File: config.mk
export PLATFORM = sky130hd
export DESIGN_NAME = bcd_calendar_rtc
export DESIGN_NICKNAME = d
export VERILOG_FILES = /design/src/rtl/rtc_pkg.sv /design/src/rtl/rtc_second_gen.sv /design/src/rtl/rtc_calendar.sv /design/src/rtl/rtc_alarm.sv /design/src/rtl/rtc_tick_gen.sv /design/src/rtl/bcd_calendar_rtc.sv
export SDC_FILE = /design/constraint.sdc
export NUM_CORES = 1
export LEC_CHECK = 0
export BUFFER_PORTS_ARGS = -buffer_cell sky130_fd_sc_hd__buf_2
export CELL_PAD_IN_SITES_DETAIL_PLACEMENT = 1
export CELL_PAD_IN_SITES_GLOBAL_PLACEMENT = 1
export CORE_MARGIN = 5
export CORE_UTILIZATION = 51
export DETAILED_ROUTE_END_ITERATION = 10
export GPL_TIMING_DRIVEN = 0
export PLACE_DENSITY_LB_ADDON = 0.1
export SYNTH_ARGS = -nofsm -noshare
export SYNTH_HDL_FRONTEND = slang
export SYNTH_HIERARCHICAL = 1
export SYNTH_SLANG_ARGS = --single-unit
File: constraint.sdc
create_clock -name clk -period 3.85 [get_ports clk]
set_input_delay 0.77 -clock clk [delete_from_list [all_inputs] [get_ports clk]]
set_output_delay 0.77 -clock clk [all_outputs]
set_load 0.02 [all_outputs]
File: src/rtl/rtc_pkg.sv
`timescale 1ns/1ps
package rtc_pkg;
  localparam int REG_AW = 4;
  localparam int REG_DW = 8;
  localparam int NFIELD = 6;

  localparam logic [REG_AW-1:0] A_CTRL     = 4'd0;
  localparam logic [REG_AW-1:0] A_SEC      = 4'd1;
  localparam logic [REG_AW-1:0] A_MIN      = 4'd2;
  localparam logic [REG_AW-1:0] A_HOUR     = 4'd3;
  localparam logic [REG_AW-1:0] A_DAY      = 4'd4;
  localparam logic [REG_AW-1:0] A_MON      = 4'd5;
  localparam logic [REG_AW-1:0] A_YEAR     = 4'd6;
  localparam logic [REG_AW-1:0] A_ALM_CTRL = 4'd7;
  localparam logic [REG_AW-1:0] A_ALM_BASE = 4'd8;
  localparam logic [REG_AW-1:0] A_TICK     = 4'd14;
  localparam logic [REG_AW-1:0] A_PEND     = 4'd15;

  localparam int CTRL_RUN  = 0;
  localparam int CTRL_FAST = 1;
  localparam int CTRL_HOLD = 2;
  localparam int CTRL_W    = 3;
  localparam int ALM_GLOBAL = 7;

  typedef struct packed {
    logic [7:0] year;
    logic [7:0] mon;
    logic [7:0] day;
    logic [7:0] hour;
    logic [7:0] min;
    logic [7:0] sec;
  } rtc_time_t;

  function automatic logic [7:0] bcd_inc(input logic [7:0] v);
    if (v[3:0] >= 4'd9) return {v[7:4] + 4'd1, 4'd0};
    return {v[7:4], v[3:0] + 4'd1};
  endfunction

  // divisible by 4 in BCD: even tens need units 0/4/8, odd tens need 2/6
  function automatic logic bcd_leap(input logic [7:0] y);
    if (!y[4]) return (y[3:0] == 4'd0) || (y[3:0] == 4'd4) || (y[3:0] == 4'd8);
    return (y[3:0] == 4'd2) || (y[3:0] == 4'd6);
  endfunction

  function automatic logic [7:0] last_day(input logic [7:0] m, input logic [7:0] y);
    case (m)
      8'h02:                      return bcd_leap(y) ? 8'h29 : 8'h28;
      8'h04, 8'h06, 8'h09, 8'h11: return 8'h30;
      default:                    return 8'h31;
    endcase
  endfunction
endpackage

File: src/rtl/rtc_second_gen.sv
`timescale 1ns/1ps
module rtc_second_gen #(
  parameter int TICKS_PER_SEC = 128
) (
  input  logic clk,
  input  logic rst_n,
  input  logic ref_tick,
  input  logic run,
  input  logic fast,
  input  logic hold,
  input  logic restart,
  output logic sec_pulse
);
  localparam int PW = (TICKS_PER_SEC > 1) ? $clog2(TICKS_PER_SEC) : 1;
  localparam logic [PW-1:0] LAST = PW'(TICKS_PER_SEC - 1);

  logic [PW-1:0] psc_q;
  logic          active;

  assign active    = run && !hold;
  assign sec_pulse = active && ref_tick && !restart && (fast || (psc_q == LAST));

  always_ff @(posedge clk or negedge rst_n) begin
    if (!rst_n)                   psc_q <= '0;
    else if (restart || hold)     psc_q <= '0;
    else if (run && !fast && ref_tick)
      psc_q <= (psc_q == LAST) ? '0 : psc_q + 1'b1;
  end
endmodule

File: src/rtl/rtc_calendar.sv
`timescale 1ns/1ps
module rtc_calendar
  import rtc_pkg::*;
(
  input  logic                 clk,
  input  logic                 rst_n,
  input  logic                 sec_pulse,
  input  logic                 wr_en,
  input  logic [REG_AW-1:0]    wr_addr,
  input  logic [REG_DW-1:0]    wr_data,
  output rtc_time_t            now
);
  localparam rtc_time_t RESET_TIME = '{year: 8'h00, mon: 8'h01, day: 8'h01,
                                       hour: 8'h00, min: 8'h00, sec: 8'h00};
  rtc_time_t t_q, t_adv;

  always_comb begin
    t_adv = t_q;
    if (t_q.sec >= 8'h59) begin
      t_adv.sec = 8'h00;
      if (t_q.min >= 8'h59) begin
        t_adv.min = 8'h00;
        if (t_q.hour >= 8'h23) begin
          t_adv.hour = 8'h00;
          if (t_q.day >= last_day(t_q.mon, t_q.year)) begin
            t_adv.day = 8'h01;
            if (t_q.mon >= 8'h12) begin
              t_adv.mon  = 8'h01;
              t_adv.year = (t_q.year >= 8'h99) ? 8'h00 : bcd_inc(t_q.year);
            end else begin
              t_adv.mon = bcd_inc(t_q.mon);
            end
          end else begin
            t_adv.day = bcd_inc(t_q.day);
          end
        end else begin
          t_adv.hour = bcd_inc(t_q.hour);
        end
      end else begin
        t_adv.min = bcd_inc(t_q.min);
      end
    end else begin
      t_adv.sec = bcd_inc(t_q.sec);
    end
  end

  always_ff @(posedge clk or negedge rst_n) begin
    if (!rst_n) t_q <= RESET_TIME;
    else if (wr_en) begin
      case (wr_addr)
        A_SEC:   t_q.sec  <= wr_data;
        A_MIN:   t_q.min  <= wr_data;
        A_HOUR:  t_q.hour <= wr_data;
        A_DAY:   t_q.day  <= wr_data;
        A_MON:   t_q.mon  <= wr_data;
        A_YEAR:  t_q.year <= wr_data;
        default: t_q <= t_q;
      endcase
    end else if (sec_pulse) begin
      t_q <= t_adv;
    end
  end

  assign now = t_q;
endmodule

File: src/rtl/rtc_alarm.sv
`timescale 1ns/1ps
module rtc_alarm
  import rtc_pkg::*;
(
  input  logic                          clk,
  input  logic                          rst_n,
  input  logic                          wr_en,
  input  logic [REG_AW-1:0]             wr_addr,
  input  logic [REG_DW-1:0]             wr_data,
  input  logic [NFIELD-1:0][7:0]        now_f,
  input  logic                          clr,
  output logic [REG_DW-1:0]             ctl,
  output logic [NFIELD-1:0][7:0]        val,
  output logic                          hit,
  output logic                          pend
);
  logic [REG_DW-1:0]      ctl_q;
  logic [NFIELD-1:0][7:0] val_q;
  logic [NFIELD-1:0]      fld_ok;
  logic                   match, match_q, pend_q;

  always_ff @(posedge clk or negedge rst_n) begin
    if (!rst_n) begin
      ctl_q <= '0;
      val_q <= '0;
    end else if (wr_en) begin
      if (wr_addr == A_ALM_CTRL) ctl_q <= wr_data;
      for (int i = 0; i < NFIELD; i++)
        if (wr_addr == A_ALM_BASE + REG_AW'(i)) val_q[i] <= wr_data;
    end
  end

  for (genvar g = 0; g < NFIELD; g++) begin : g_cmp
    assign fld_ok[g] = !ctl_q[g] || (val_q[g] == now_f[g]);
  end

  assign match = ctl_q[ALM_GLOBAL] && (|ctl_q[NFIELD-1:0]) && (&fld_ok);
  assign hit   = match && !match_q;

  always_ff @(posedge clk or negedge rst_n) begin
    if (!rst_n) begin
      match_q <= 1'b0;
      pend_q  <= 1'b0;
    end else begin
      match_q <= match;
      if (hit)      pend_q <= 1'b1;
      else if (clr) pend_q <= 1'b0;
    end
  end

  assign ctl  = ctl_q;
  assign val  = val_q;
  assign pend = pend_q;
endmodule

File: src/rtl/rtc_tick_gen.sv
`timescale 1ns/1ps
module rtc_tick_gen #(
  parameter int CFG_W = 8
) (
  input  logic             clk,
  input  logic             rst_n,
  input  logic             ref_tick,
  input  logic             wr_en,
  input  logic [CFG_W-1:0] wr_data,
  input  logic             clr,
  output logic [CFG_W-1:0] cfg,
  output logic             hit,
  output logic             pend
);
  localparam int RW = CFG_W - 1;

  logic [CFG_W-1:0] cfg_q;
  logic [RW-1:0]    cnt_q;
  logic             en, pend_q;

  assign en  = cfg_q[CFG_W-1];
  assign hit = en && ref_tick && !wr_en && (cnt_q == cfg_q[RW-1:0]);

  always_ff @(posedge clk or negedge rst_n) begin
    if (!rst_n) begin
      cfg_q <= '0;
      cnt_q <= '0;
    end else if (wr_en) begin
      cfg_q <= wr_data;
      cnt_q <= '0;
    end else if (!en) begin
      cnt_q <= '0;
    end else if (ref_tick) begin
      cnt_q <= (cnt_q == cfg_q[RW-1:0]) ? '0 : cnt_q + 1'b1;
    end
  end

  always_ff @(posedge clk or negedge rst_n) begin
    if (!rst_n)   pend_q <= 1'b0;
    else if (hit) pend_q <= 1'b1;
    else if (clr) pend_q <= 1'b0;
  end

  assign cfg  = cfg_q;
  assign pend = pend_q;
endmodule

File: src/rtl/bcd_calendar_rtc.sv
`timescale 1ns/1ps
module bcd_calendar_rtc
  import rtc_pkg::*;
#(
  parameter int TICKS_PER_SEC = 128
) (
  input  logic              clk,
  input  logic              rst_n,
  input  logic              ref_tick,
  input  logic              reg_wr,
  input  logic [REG_AW-1:0] reg_addr,
  input  logic [REG_DW-1:0] reg_wdata,
  output logic [REG_DW-1:0] reg_rdata,
  output logic              alarm_irq,
  output logic              tick_irq
);
  logic [CTRL_W-1:0]      ctrl_q;
  logic                   time_wr, sec_pulse;
  logic                   pend_wr, alm_clr, tick_clr;
  logic                   alm_hit, alm_pend, tick_hit, tick_pend;
  logic [REG_DW-1:0]      alm_ctl, tick_cfg;
  logic [NFIELD-1:0][7:0] alm_val, now_flat;
  rtc_time_t              now_time;

  assign time_wr  = reg_wr && (reg_addr >= A_SEC) && (reg_addr <= A_YEAR);
  assign pend_wr  = reg_wr && (reg_addr == A_PEND);
  assign alm_clr  = pend_wr && reg_wdata[0];
  assign tick_clr = pend_wr && reg_wdata[1];

  always_ff @(posedge clk or negedge rst_n) begin
    if (!rst_n)                              ctrl_q <= '0;
    else if (reg_wr && reg_addr == A_CTRL)   ctrl_q <= reg_wdata[CTRL_W-1:0];
  end

  rtc_second_gen #(.TICKS_PER_SEC(TICKS_PER_SEC)) u_secgen (
    .clk(clk), .rst_n(rst_n), .ref_tick(ref_tick),
    .run(ctrl_q[CTRL_RUN]), .fast(ctrl_q[CTRL_FAST]), .hold(ctrl_q[CTRL_HOLD]),
    .restart(time_wr), .sec_pulse(sec_pulse)
  );

  rtc_calendar u_cal (
    .clk(clk), .rst_n(rst_n), .sec_pulse(sec_pulse),
    .wr_en(time_wr), .wr_addr(reg_addr), .wr_data(reg_wdata), .now(now_time)
  );

  assign now_flat = now_time;

  rtc_alarm u_alarm (
    .clk(clk), .rst_n(rst_n), .wr_en(reg_wr), .wr_addr(reg_addr), .wr_data(reg_wdata),
    .now_f(now_flat), .clr(alm_clr), .ctl(alm_ctl), .val(alm_val),
    .hit(alm_hit), .pend(alm_pend)
  );

  rtc_tick_gen #(.CFG_W(REG_DW)) u_tick (
    .clk(clk), .rst_n(rst_n), .ref_tick(ref_tick),
    .wr_en(reg_wr && reg_addr == A_TICK), .wr_data(reg_wdata), .clr(tick_clr),
    .cfg(tick_cfg), .hit(tick_hit), .pend(tick_pend)
  );

  always_comb begin
    case (reg_addr)
      A_CTRL:      reg_rdata = {{(REG_DW-CTRL_W){1'b0}}, ctrl_q};
      A_SEC:       reg_rdata = now_time.sec;
      A_MIN:       reg_rdata = now_time.min;
      A_HOUR:      reg_rdata = now_time.hour;
      A_DAY:       reg_rdata = now_time.day;
      A_MON:       reg_rdata = now_time.mon;
      A_YEAR:      reg_rdata = now_time.year;
      A_ALM_CTRL:  reg_rdata = alm_ctl;
      4'd8:        reg_rdata = alm_val[0];
      4'd9:        reg_rdata = alm_val[1];
      4'd10:       reg_rdata = alm_val[2];
      4'd11:       reg_rdata = alm_val[3];
      4'd12:       reg_rdata = alm_val[4];
      4'd13:       reg_rdata = alm_val[5];
      A_TICK:      reg_rdata = tick_cfg;
      A_PEND:      reg_rdata = {{(REG_DW-2){1'b0}}, tick_pend, alm_pend};
      default:     reg_rdata = '0;
    endcase
  end

  assign alarm_irq = alm_pend;
  assign tick_irq  = tick_pend;
endmodule

==> results.tsv, run 1 <==
stage	metric	value	unit
yosys	synth_nets	914	
critical_path	cp_data_arrival_time	4.08	ns
final_layout	postLayoutCellArea	0.00994	sq mm
timing	fin_tns_setup	0	ns
place	place_area	0.00928	sq mm
timing	worst_slew_pin_slew	0.822	ns
clocking	clk_latency	0.43	ns
floorplan	core_area	0.0172	sq mm
timing	final_max_slew_viol_count	0	
hold_path	hold_path.class	in -> async	
clocking	clk_pin_slew	0.06	ns
global_routing	grt_pass1_vias	8129	
power	totalPowerFinal	5.47	mW
critical_path	worstSetupEndpointType	flop	
global_routing	gr-total-overflow	0	
final_layout	final-seq-area	0.00331	sq mm
floorplan	rows	48	
routing	drt-vias-per-instance	6.77	
final_layout	n_fill_cell	1863	
critical_path	slowest_stage	nor3b_4	
clocking	clockBufferDepth	2	
power	leakage	4.28	nW
timing	post-route-min-period	3.76	ns
critical_path	path_max_fanout	11	
power	ir_drop	403	uV
routing	firstDrtPassIters	5	
critical_path	start_kind	primary input	
final_layout	multi_input_area	0.00520	sq mm
final_layout	diodes	0	
critical_path	required	4.16	ns
global_routing	grt_max_degree	77	
clocking	htree_levels	4	
run_status	status	completed	
final_layout	finalNetCount	962	
place	dpl.hpwl	24800	um
timing	relSlewSlack	44.9	%
routing	first_iter_violations	705	
final_layout	layout_commonest_cell	dfrtp_1	
timing	hold_violations	0	
critical_path	cp_slowest_stage_delay	0.44	ns
global_routing	grt_pass1_wl	51700	um
routing	drc_errors	0	
routing	routedWlPerCell	30.0	um
place	routabilityCongestion	0.990	
yosys	synthCells	859	
timing	period_share	97.8	%
final_layout	layout_common_cells	dfrtp_1, mux2_2, o21ai_0, xnor2_1, nand2_1	
clocking	hold_buffers	0	
floorplan	initial_utilization	51.5	%
run	maxCapViolCount	0	
global_routing	antenna_found_initial	0	
place	port_buffers	25	
timing	rsz0062_at_grt	false	
timing	max_clock_freq	266	MHz
routing	drt-total-wl	34300	um
final_layout	drive_gt1_share	23.4	%
clocking	cts_root_buffer	clkbuf_16	
routing	via_count	7756	
floorplan	die_h	142	um
timing	fin_skew	0.0127	ns
global_routing	grt_usage	34.6	%
yosys	syn_area	0.00884	sq mm
yosys	synth_warnings	6	
final_layout	area_growth	12.4	%
clocking	cts_buffers	17	
floorplan	die-area	0.0201	sq mm
critical_path	crit_chain	buf_2 > buf_4 > buf_4 > buf_2 > o21ai_0 > nor3b_4 > buf_6 > or2_1 > a221o_2 > nand4_2 > buf_6 > nor3b_4 > mux2_4	
floorplan	die_w	142	um
routing	ant_nets	0	
floorplan	boundaryPins	26	
power	p_per_area	550	mW/mm^2
yosys	avgSynthCellArea	10.3	sq um
clocking	cts_tree	done	
critical_path	path_class	in -> reg	
clocking	cts_sinks	132	
timing	setup_viol	0	
==> through the flow <==
| stage | setup slack, ns | utilization (%) | instances | hold WS, ns |
|---|---|---|---|---|
| 4_1_cts | 0.0178 | 57.6 | 1143 | 0.304 |
| 6_report | 0.0856 | 57.8 | 1145 | 0.299 |
| 3_3_place_gp | -1.39 | 53.8 | 1109 | 0.430 |
| 5_1_grt | 0.0115 | 57.8 | 1145 | 0.336 |
| 2_1_floorplan | 0.155 | - | 859 | 0.411 |
| 3_5_place_dp | -1.46 | 54.0 | 1110 | 0.442 |
==> sequential cells by signal, summed over array words and instances (netlist names) <==
register	flops
u_alarm/val	48
u_tick/pend	1
u_alarm/ctl	8
u_secgen/psc_q	7
u_tick/cfg	8
u_cal/now	48
u_alarm/match_q	1
u_alarm/pend	1
ctrl_q	3
u_tick/cnt_q	7
==> routing by layer <==
metal | vias up | routed length, um | track usage [%]
li1 | 3313 | - | -
met1 | 4024 | 14600 | 46.9
met2 | 325 | 16000 | 54.9
met3 | 94 | 2380 | 7.15
met4 | 0 | 1310 | 13.0
met5 | - | 0 | 0
==> cell type report <==
| cell class | instances | share of cell area [%] |
|---|---|---|
| multi-input cells | 651 | 52.3 |
| flip-flops and latches | 132 | 33.3 |
| clock buffers | 17 | 4.28 |
| well taps | 225 | 2.83 |
| plain buffers | 37 | 2.51 |
| repair buffers | 29 | 1.85 |
| inverters | 39 | 1.47 |
| clock inverters | 15 | 1.45 |
==> power by group <==
part	internal [mW]	leakage (nW)	switching, mW
registers	1.69	1.64	0.595
clock network	0.904	0.273	0.705
logic	0.708	2.37	0.870
==> repair_timing <==
| action | in CTS | in global routing |
|---|---|---|
| gates resized for setup | 10 | 8 |
| hold endpoints to repair | 0 | 0 |
| pin swaps | 1 | 4 |
| endpoints found under the setup margin | 48 | 17 |
| buffers inserted | 1 | 2 |
==> critical path, delay by kind of cell <==
family | cells | cell delay (ns)
AO/OA/AOI/OAI | 2 | 0.41
buffers and inverters | 6 | 1.40
multiplexers | 1 | 0.33
AND/OR/NAND/NOR | 4 | 1.14
==> worst paths after layout <==
kind	start	endpoint	slack [ns]	cells after the start
hold reg to reg	u_alarm/match_q	u_alarm/pend	0.44	1
setup / recovery	reg_addr[0]	u_cal/now[31]	0.09	13
setup reg to reg	u_cal/now[32]	u_cal/now[40]	0.20	14
hold / removal	rst_n	u_cal/now[26]	0.30	1
max in group asynchronous	rst_n	u_tick/pend	2.76	2
min in group clk	u_alarm/match_q	u_alarm/pend	0.44	1
(Power assumes the default switching activity.)
==> inputs of run 2 (changes only) <==
--- a/config.mk
+++ b/config.mk
@@ -12,7 +12,9 @@
 export CORE_UTILIZATION = 51
 export DETAILED_ROUTE_END_ITERATION = 10
 export GPL_TIMING_DRIVEN = 0
+export MAX_ROUTING_LAYER = met4
 export PLACE_DENSITY_LB_ADDON = 0.1
+export SETUP_SLACK_MARGIN = 0.02
 export SYNTH_ARGS = -nofsm -noshare
 export SYNTH_HDL_FRONTEND = slang
 export SYNTH_HIERARCHICAL = 1
==> results.tsv, run 2 (synthesis gave the netlist of run 1 again) <==
stage	metric	value	unit	change
global_routing	gr-total-overflow	0		unchanged
place	place_area	0.00928	sq mm	unchanged
clocking	clockBufferDepth	2		unchanged
routing	drt-vias-per-instance	6.81		+0.59%
timing	fin_skew	0.00755	ns	-0.00519 ns
routing	first_iter_violations	651		-7.7%
global_routing	grt_usage	35.6	%	+0.92 points
critical_path	crit_chain	buf_2 > buf_6 > buf_2 > clkbuf_4 > nand3_1 > o21ai_0 > nor3b_4 > nor3_4 > nor2b_4 > o22a_2 > nand4_2 > buf_6 > nor3b_4 > mux2_4		
place	dpl.hpwl	24900	um	+0.65%
power	ir_drop	459	uV	+14%
clocking	htree_levels	4		unchanged
run_status	status	completed		
timing	relSlewSlack	48.1	%	+3.2 points
final_layout	n_fill_cell	1874		+0.59%
routing	drt-total-wl	34500	um	+0.49%
timing	post-route-min-period	3.81	ns	+0.0465 ns
floorplan	core_area	0.0172	sq mm	unchanged
final_layout	area_growth	12.5	%	about the same
clocking	clk_pin_slew	0.06	ns	about the same
global_routing	grt_max_degree	84		+9.1%
routing	firstDrtPassIters	5		unchanged
clocking	cts_buffers	17		unchanged
critical_path	critPathTopFamily	simple AND/OR/NAND/NOR gates		
final_layout	multi_input_area	0.00520	sq mm	about the same
place	port_buffers	25		unchanged
clocking	cts_sinks	132		unchanged
final_layout	diodes	0		unchanged
final_layout	postLayoutCellArea	0.00994	sq mm	about the same
timing	final_max_slew_viol_count	0		unchanged
final_layout	finalNetCount	959		-0.31%
final_layout	layout_common_cells	dfrtp_1, mux2_2, o21ai_0, xnor2_1, nand2_1		
global_routing	grt_pass1_wl	51300	um	-0.79%
routing	drc_errors	0		unchanged
timing	fin_tns_setup	0	ns	unchanged
clocking	hold_buffers	0		unchanged
timing	rsz0062_at_grt	false		
power	p_per_area	557	mW/mm^2	+1.3%
timing	hold_violations	0		unchanged
clocking	cts_tree	done		
routing	routedWlPerCell	30.2	um	+0.75%
floorplan	die_h	142	um	unchanged
timing	worst_slew_pin_slew	0.775	ns	-0.0473 ns
critical_path	path_max_fanout	10		-1
routing	via_count	7781		+0.32%
timing	setup_viol	0		unchanged
global_routing	grt_pass1_vias	8025		-1.3%
timing	period_share	99.0	%	+1.2 points
final_layout	final_util	57.9	%	about the same
place	routabilityCongestion	1.04		+5.1%
critical_path	cp.buffers_inverters	5		-1
critical_path	cp_slowest_stage_delay	0.34	ns	-0.10 ns
power	leakage	4.28	nW	about the same
critical_path	required	4.16	ns	about the same
floorplan	initial_utilization	51.5	%	unchanged
hold_path	hold_path.class	in -> async		
final_layout	final-seq-area	0.00331	sq mm	unchanged
critical_path	cp_data_arrival_time	4.12	ns	+0.04 ns
floorplan	rows	48		unchanged
final_layout	layout_commonest_cell	dfrtp_1		
final_layout	drive_gt1_share	23.0	%	-0.36 points
critical_path	slowest_stage	nor2b_4		
clocking	clk_latency	0.43	ns	about the same
clocking	cts_root_buffer	clkbuf_16		
routing	ant_nets	0		unchanged
floorplan	die_w	142	um	unchanged
critical_path	start_kind	primary input		
global_routing	antenna_found_initial	1		+1
run	maxCapViolCount	0		unchanged
timing	max_clock_freq	262	MHz	-1.2%
critical_path	worstSetupEndpointType	flop		
critical_path	path_class	in -> reg		
floorplan	boundaryPins	26		unchanged
floorplan	die-area	0.0201	sq mm	unchanged
[run 2: cell count changes in the layout (fill, tap and decap cells not counted), sizes merged]
cell	previous run	this run
bufinv	1	2
inv	46	39
buf	58	57
clkinv	4	3
clkbuf	25	30
[run 2: routing by layer]
| layer | vias to the layer above | GRT usage [%] | part of all wire [%] |
|---|---|---|---|
| li1 | 3309 | - | - |
| met1 | 4017 | 47.5 | 43 |
| met2 | 360 | 55.6 | 47 |
| met3 | 95 | 5.59 | 6.5 |
| met4 | 0 | 11.9 | 3.3 |
| met5 | - | - | 0 |
[run 2: what timing repair did]
| item | in CTS | in global routing |
|---|---|---|
| endpoints found under the setup margin | 48 | 17 |
| pin swaps | 1 | 1 |
| cloned | 0 | 0 |
| gates resized for setup | 12 | 7 |
| buffers inserted | 1 | 0 |
[run 2: through the flow]
step	power (mW)	worst slack, ns	hold slack (ns)	cells
detailed placement	3.79	-1.57	0.429	1110
global placement	3.65	-1.34	0.433	1109
finish	5.54	0.0391	0.285	1142
floorplan	3.10	0.155	0.411	859
global route	5.76	0.0398	0.321	1142
CTS	5.49	0.0203	0.291	1143
[run 2: layout make-up]
| type | count | share of cell area, % |
|---|---|---|
| buffer | 36 | 2.43 |
| clock buffer | 24 | 4.95 |
| clock inverter | 8 | 1.02 |
| inverter | 39 | 1.47 |
| multi-input combinational | 651 | 52.4 |
| sequential | 132 | 33.2 |
| tap | 225 | 2.83 |
| timing repair buffer | 27 | 1.70 |
[run 2: path summary, 6_finish.rpt]
path,slack [ns],to,start,cells after the start
min in group clk,0.45,u_alarm/pend,u_alarm/match_q,1
hold reg to reg,0.45,u_alarm/pend,u_alarm/match_q,1
hold / removal,0.28,u_cal/now[27],rst_n,1
max in group asynchronous,2.77,u_tick/cnt_q[2],rst_n,2
setup reg to reg,0.21,u_cal/now[40],u_cal/now[32],14
setup / recovery,0.04,u_cal/now[31],reg_addr[2],14
[run 2: power breakdown]
group	leakage (nW)	total, mW	internal (mW)	switching [mW]
Combinational	2.36	1.61	0.708	0.899
Clock	0.282	1.66	1.02	0.641
Sequential	1.64	2.27	1.69	0.586
==> inputs of run 3 (changes only) <==
--- a/config.mk
+++ b/config.mk
@@ -7,9 +7,9 @@
 export LEC_CHECK = 0
 export BUFFER_PORTS_ARGS = -buffer_cell sky130_fd_sc_hd__buf_2
 export CELL_PAD_IN_SITES_DETAIL_PLACEMENT = 1
-export CELL_PAD_IN_SITES_GLOBAL_PLACEMENT = 1
+export CELL_PAD_IN_SITES_GLOBAL_PLACEMENT = 2
 export CORE_MARGIN = 5
-export CORE_UTILIZATION = 51
+export CORE_UTILIZATION = 42
 export DETAILED_ROUTE_END_ITERATION = 10
 export GPL_TIMING_DRIVEN = 0
 export MAX_ROUTING_LAYER = met4
==> results.tsv, run 3 (synthesis gave the netlist of run 1 again) <==
stage	metric	value	unit	change
routing	drc_errors	0		unchanged
run_status	status	completed		
timing	final_max_slew_viol_count	0		unchanged
floorplan	die-area	0.0240	sq mm	+20%
floorplan	boundaryPins	26		unchanged
power	ir_drop	380	uV	-17%
critical_path	start_kind	primary input		
global_routing	gr-total-overflow	0		unchanged
critical_path	worstSetupEndpointType	flop		
power	p_int	3.44	mW	+0.57%
floorplan	initial_utilization	42.3	%	-9.1 points
timing	fin_skew	0.0234	ns	+0.0158 ns
critical_path	required	4.17	ns	about the same
power	p_per_area	553	mW/mm^2	-0.73%
routing	drt-total-wl	34300	um	-0.49%
critical_path	path_max_fanout	11		+1
timing	fin_hold_ws	0.315	ns	+0.0299 ns
power	net-switching-power	2.14	mW	+0.88%
routing	firstDrtPassIters	5		unchanged
critical_path	cp-startpoint	reg_addr[0]		
timing	rsz0062_at_grt	false		
timing	relSlewSlack	42.4	%	-5.7 points
global_routing	grt_pass1_vias	7796		-2.9%
global_routing	grt_pass1_wl	51500	um	+0.30%
final_layout	layout_commonest_cell	dfrtp_1		
final_layout	multi_input_area	0.00521	sq mm	+0.12%
global_routing	antenna_found_initial	0		-1
final_layout	drive_gt1_share	23.8	%	+0.83 points
final_layout	area_growth	14.1	%	
routing	routedWlPerCell	28.6	um	-5.2%
clocking	clockBufferDepth	2		unchanged
timing	worst_slew_pin_slew	0.859	ns	+0.0843 ns
clocking	clk_latency	0.44	ns	about the same
clocking	cts_root_buffer	clkbuf_16		
place	port_buffers	25		unchanged
floorplan	core_area	0.0209	sq mm	+22%
final_layout	n_fill_cell	2319		+24%
floorplan	rows	53		+10%
routing	via_count	7475		-3.9%
floorplan	die_w	155	um	+9.5%
critical_path	path_class	in -> reg		
floorplan	die_h	155	um	+9.5%
clocking	hold_buffers	0		unchanged
power	seqPwrFrac	41.3	%	+0.3 points
critical_path	cp_data_arrival_time	4.06	ns	-0.06 ns
global_routing	grt_max_degree	80		-4.8%
timing	setup_viol	0		unchanged
timing	post-route-min-period	3.74	ns	-0.0716 ns
final_layout	layout_common_cells	dfrtp_1, mux2_2, o21ai_0, xnor2_1, nand2_1		
clocking	htree_levels	4		unchanged
clocking	cts_tree	done		
routing	first_iter_violations	588		-9.7%
place	routabilityCongestion	1.02		-2.4%
power	swShare	38.4	%	+0.073 points
power	leakage	4.33	nW	+1.1%
clocking	cts_buffers	17		unchanged
power	p_comb_share	28.0	%	-1.0 points
routing	ant_nets	0		unchanged
timing	hold_violations	0		unchanged
timing	period_share	97.1	%	-1.9 points
hold_path	hold_path.class	in -> async		
final_layout	final_util	48.3	%	-9.6 points
routing	drt-vias-per-instance	6.23		-8.5%
critical_path	reg2reg_depth	13		-1
timing	max_clock_freq	267	MHz	+1.9%
power	totalPowerFinal	5.58	mW	+0.69%
clocking	cts_sinks	132		unchanged
final_layout	final-seq-area	0.00331	sq mm	unchanged
place	dpl.hpwl	25200	um	+1.1%
power	p_clk_share	30.8	%	+0.8 points
global_routing	grt_usage	29.7	%	-5.8 points
final_layout	finalNetCount	965		+0.63%
clocking	clk_pin_slew	0.07	ns	about the same
critical_path	r2r-start	u_cal/now[33]		
run	maxCapViolCount	0		unchanged
run 3: routing by layer:
layer	part of all wire [%]	global-route usage (%)	vias to the layer above
li1	-	-	3314
met5	0	-	-
met1	45	38.4	3901
met2	47	47.0	200
met4	3.2	10.3	0
met3	5.0	5.62	60
run 3: path summary, 6_finish.rpt:
path	slack, ns	endpoint
setup / recovery	0.11	u_cal/now[31]
hold / removal	0.31	u_cal/now[27]
setup reg to reg	0.36	u_cal/now[36]
hold reg to reg	0.46	u_alarm/pend
max in group asynchronous	2.72	u_alarm/ctl[0]
min in group clk	0.46	u_alarm/pend
run 3: critical path: stages:
cell,delay [ns]
buf_2,0.25
buf_4,0.24
buf_4,0.22
clkbuf_4,0.23
nand3_1,0.09
o21ai_0,0.15
nor3b_4,0.10
buf_4,0.17
nor3_4,0.25
nor2b_4,0.30
o22a_2,0.23
nand4_2,0.18
buf_6,0.22
nor3b_4,0.29
mux2_4,0.33
run 3: layout make-up:
type	count	share of cell area, %
buffer	37	2.49
inverter	39	1.45
timing repair buffer	32	2.07
antenna	1	0.0248
clock buffer	18	4.35
sequential	132	32.8
tap	275	3.41
multi-input combinational	651	51.7
clock inverter	14	1.74
run 3: per-stage QoR:
stage	setup TNS (ns)	instances	area, sq um	setup slack (ns)
floorplan	0	859	8840	0.155
global placement	-48.02	1159	9310	-1.32
detailed placement	-48.72	1160	9340	-1.33
CTS	0	1194	10000	0.0489
global route	0	1198	10100	0.0319
finish	0	1199	10100	0.111
run 3: power by group through the flow:
stage | registers [mW] | logic, mW | clock network, mW
floorplan | 2.01 | 1.09 | 0
global placement | 2.29 | 1.43 | 0
detailed placement | 2.31 | 1.50 | 0
CTS | 2.29 | 1.53 | 1.75
global route | 2.32 | 1.70 | 1.80
finish | 2.30 | 1.56 | 1.72
run 3: repair_timing:
action / CTS / global route
gates resized for setup: 10 / 14
setup buffers: 2 / 4
endpoints found under the setup margin: 48 / 19
pin swaps: 1 / 3
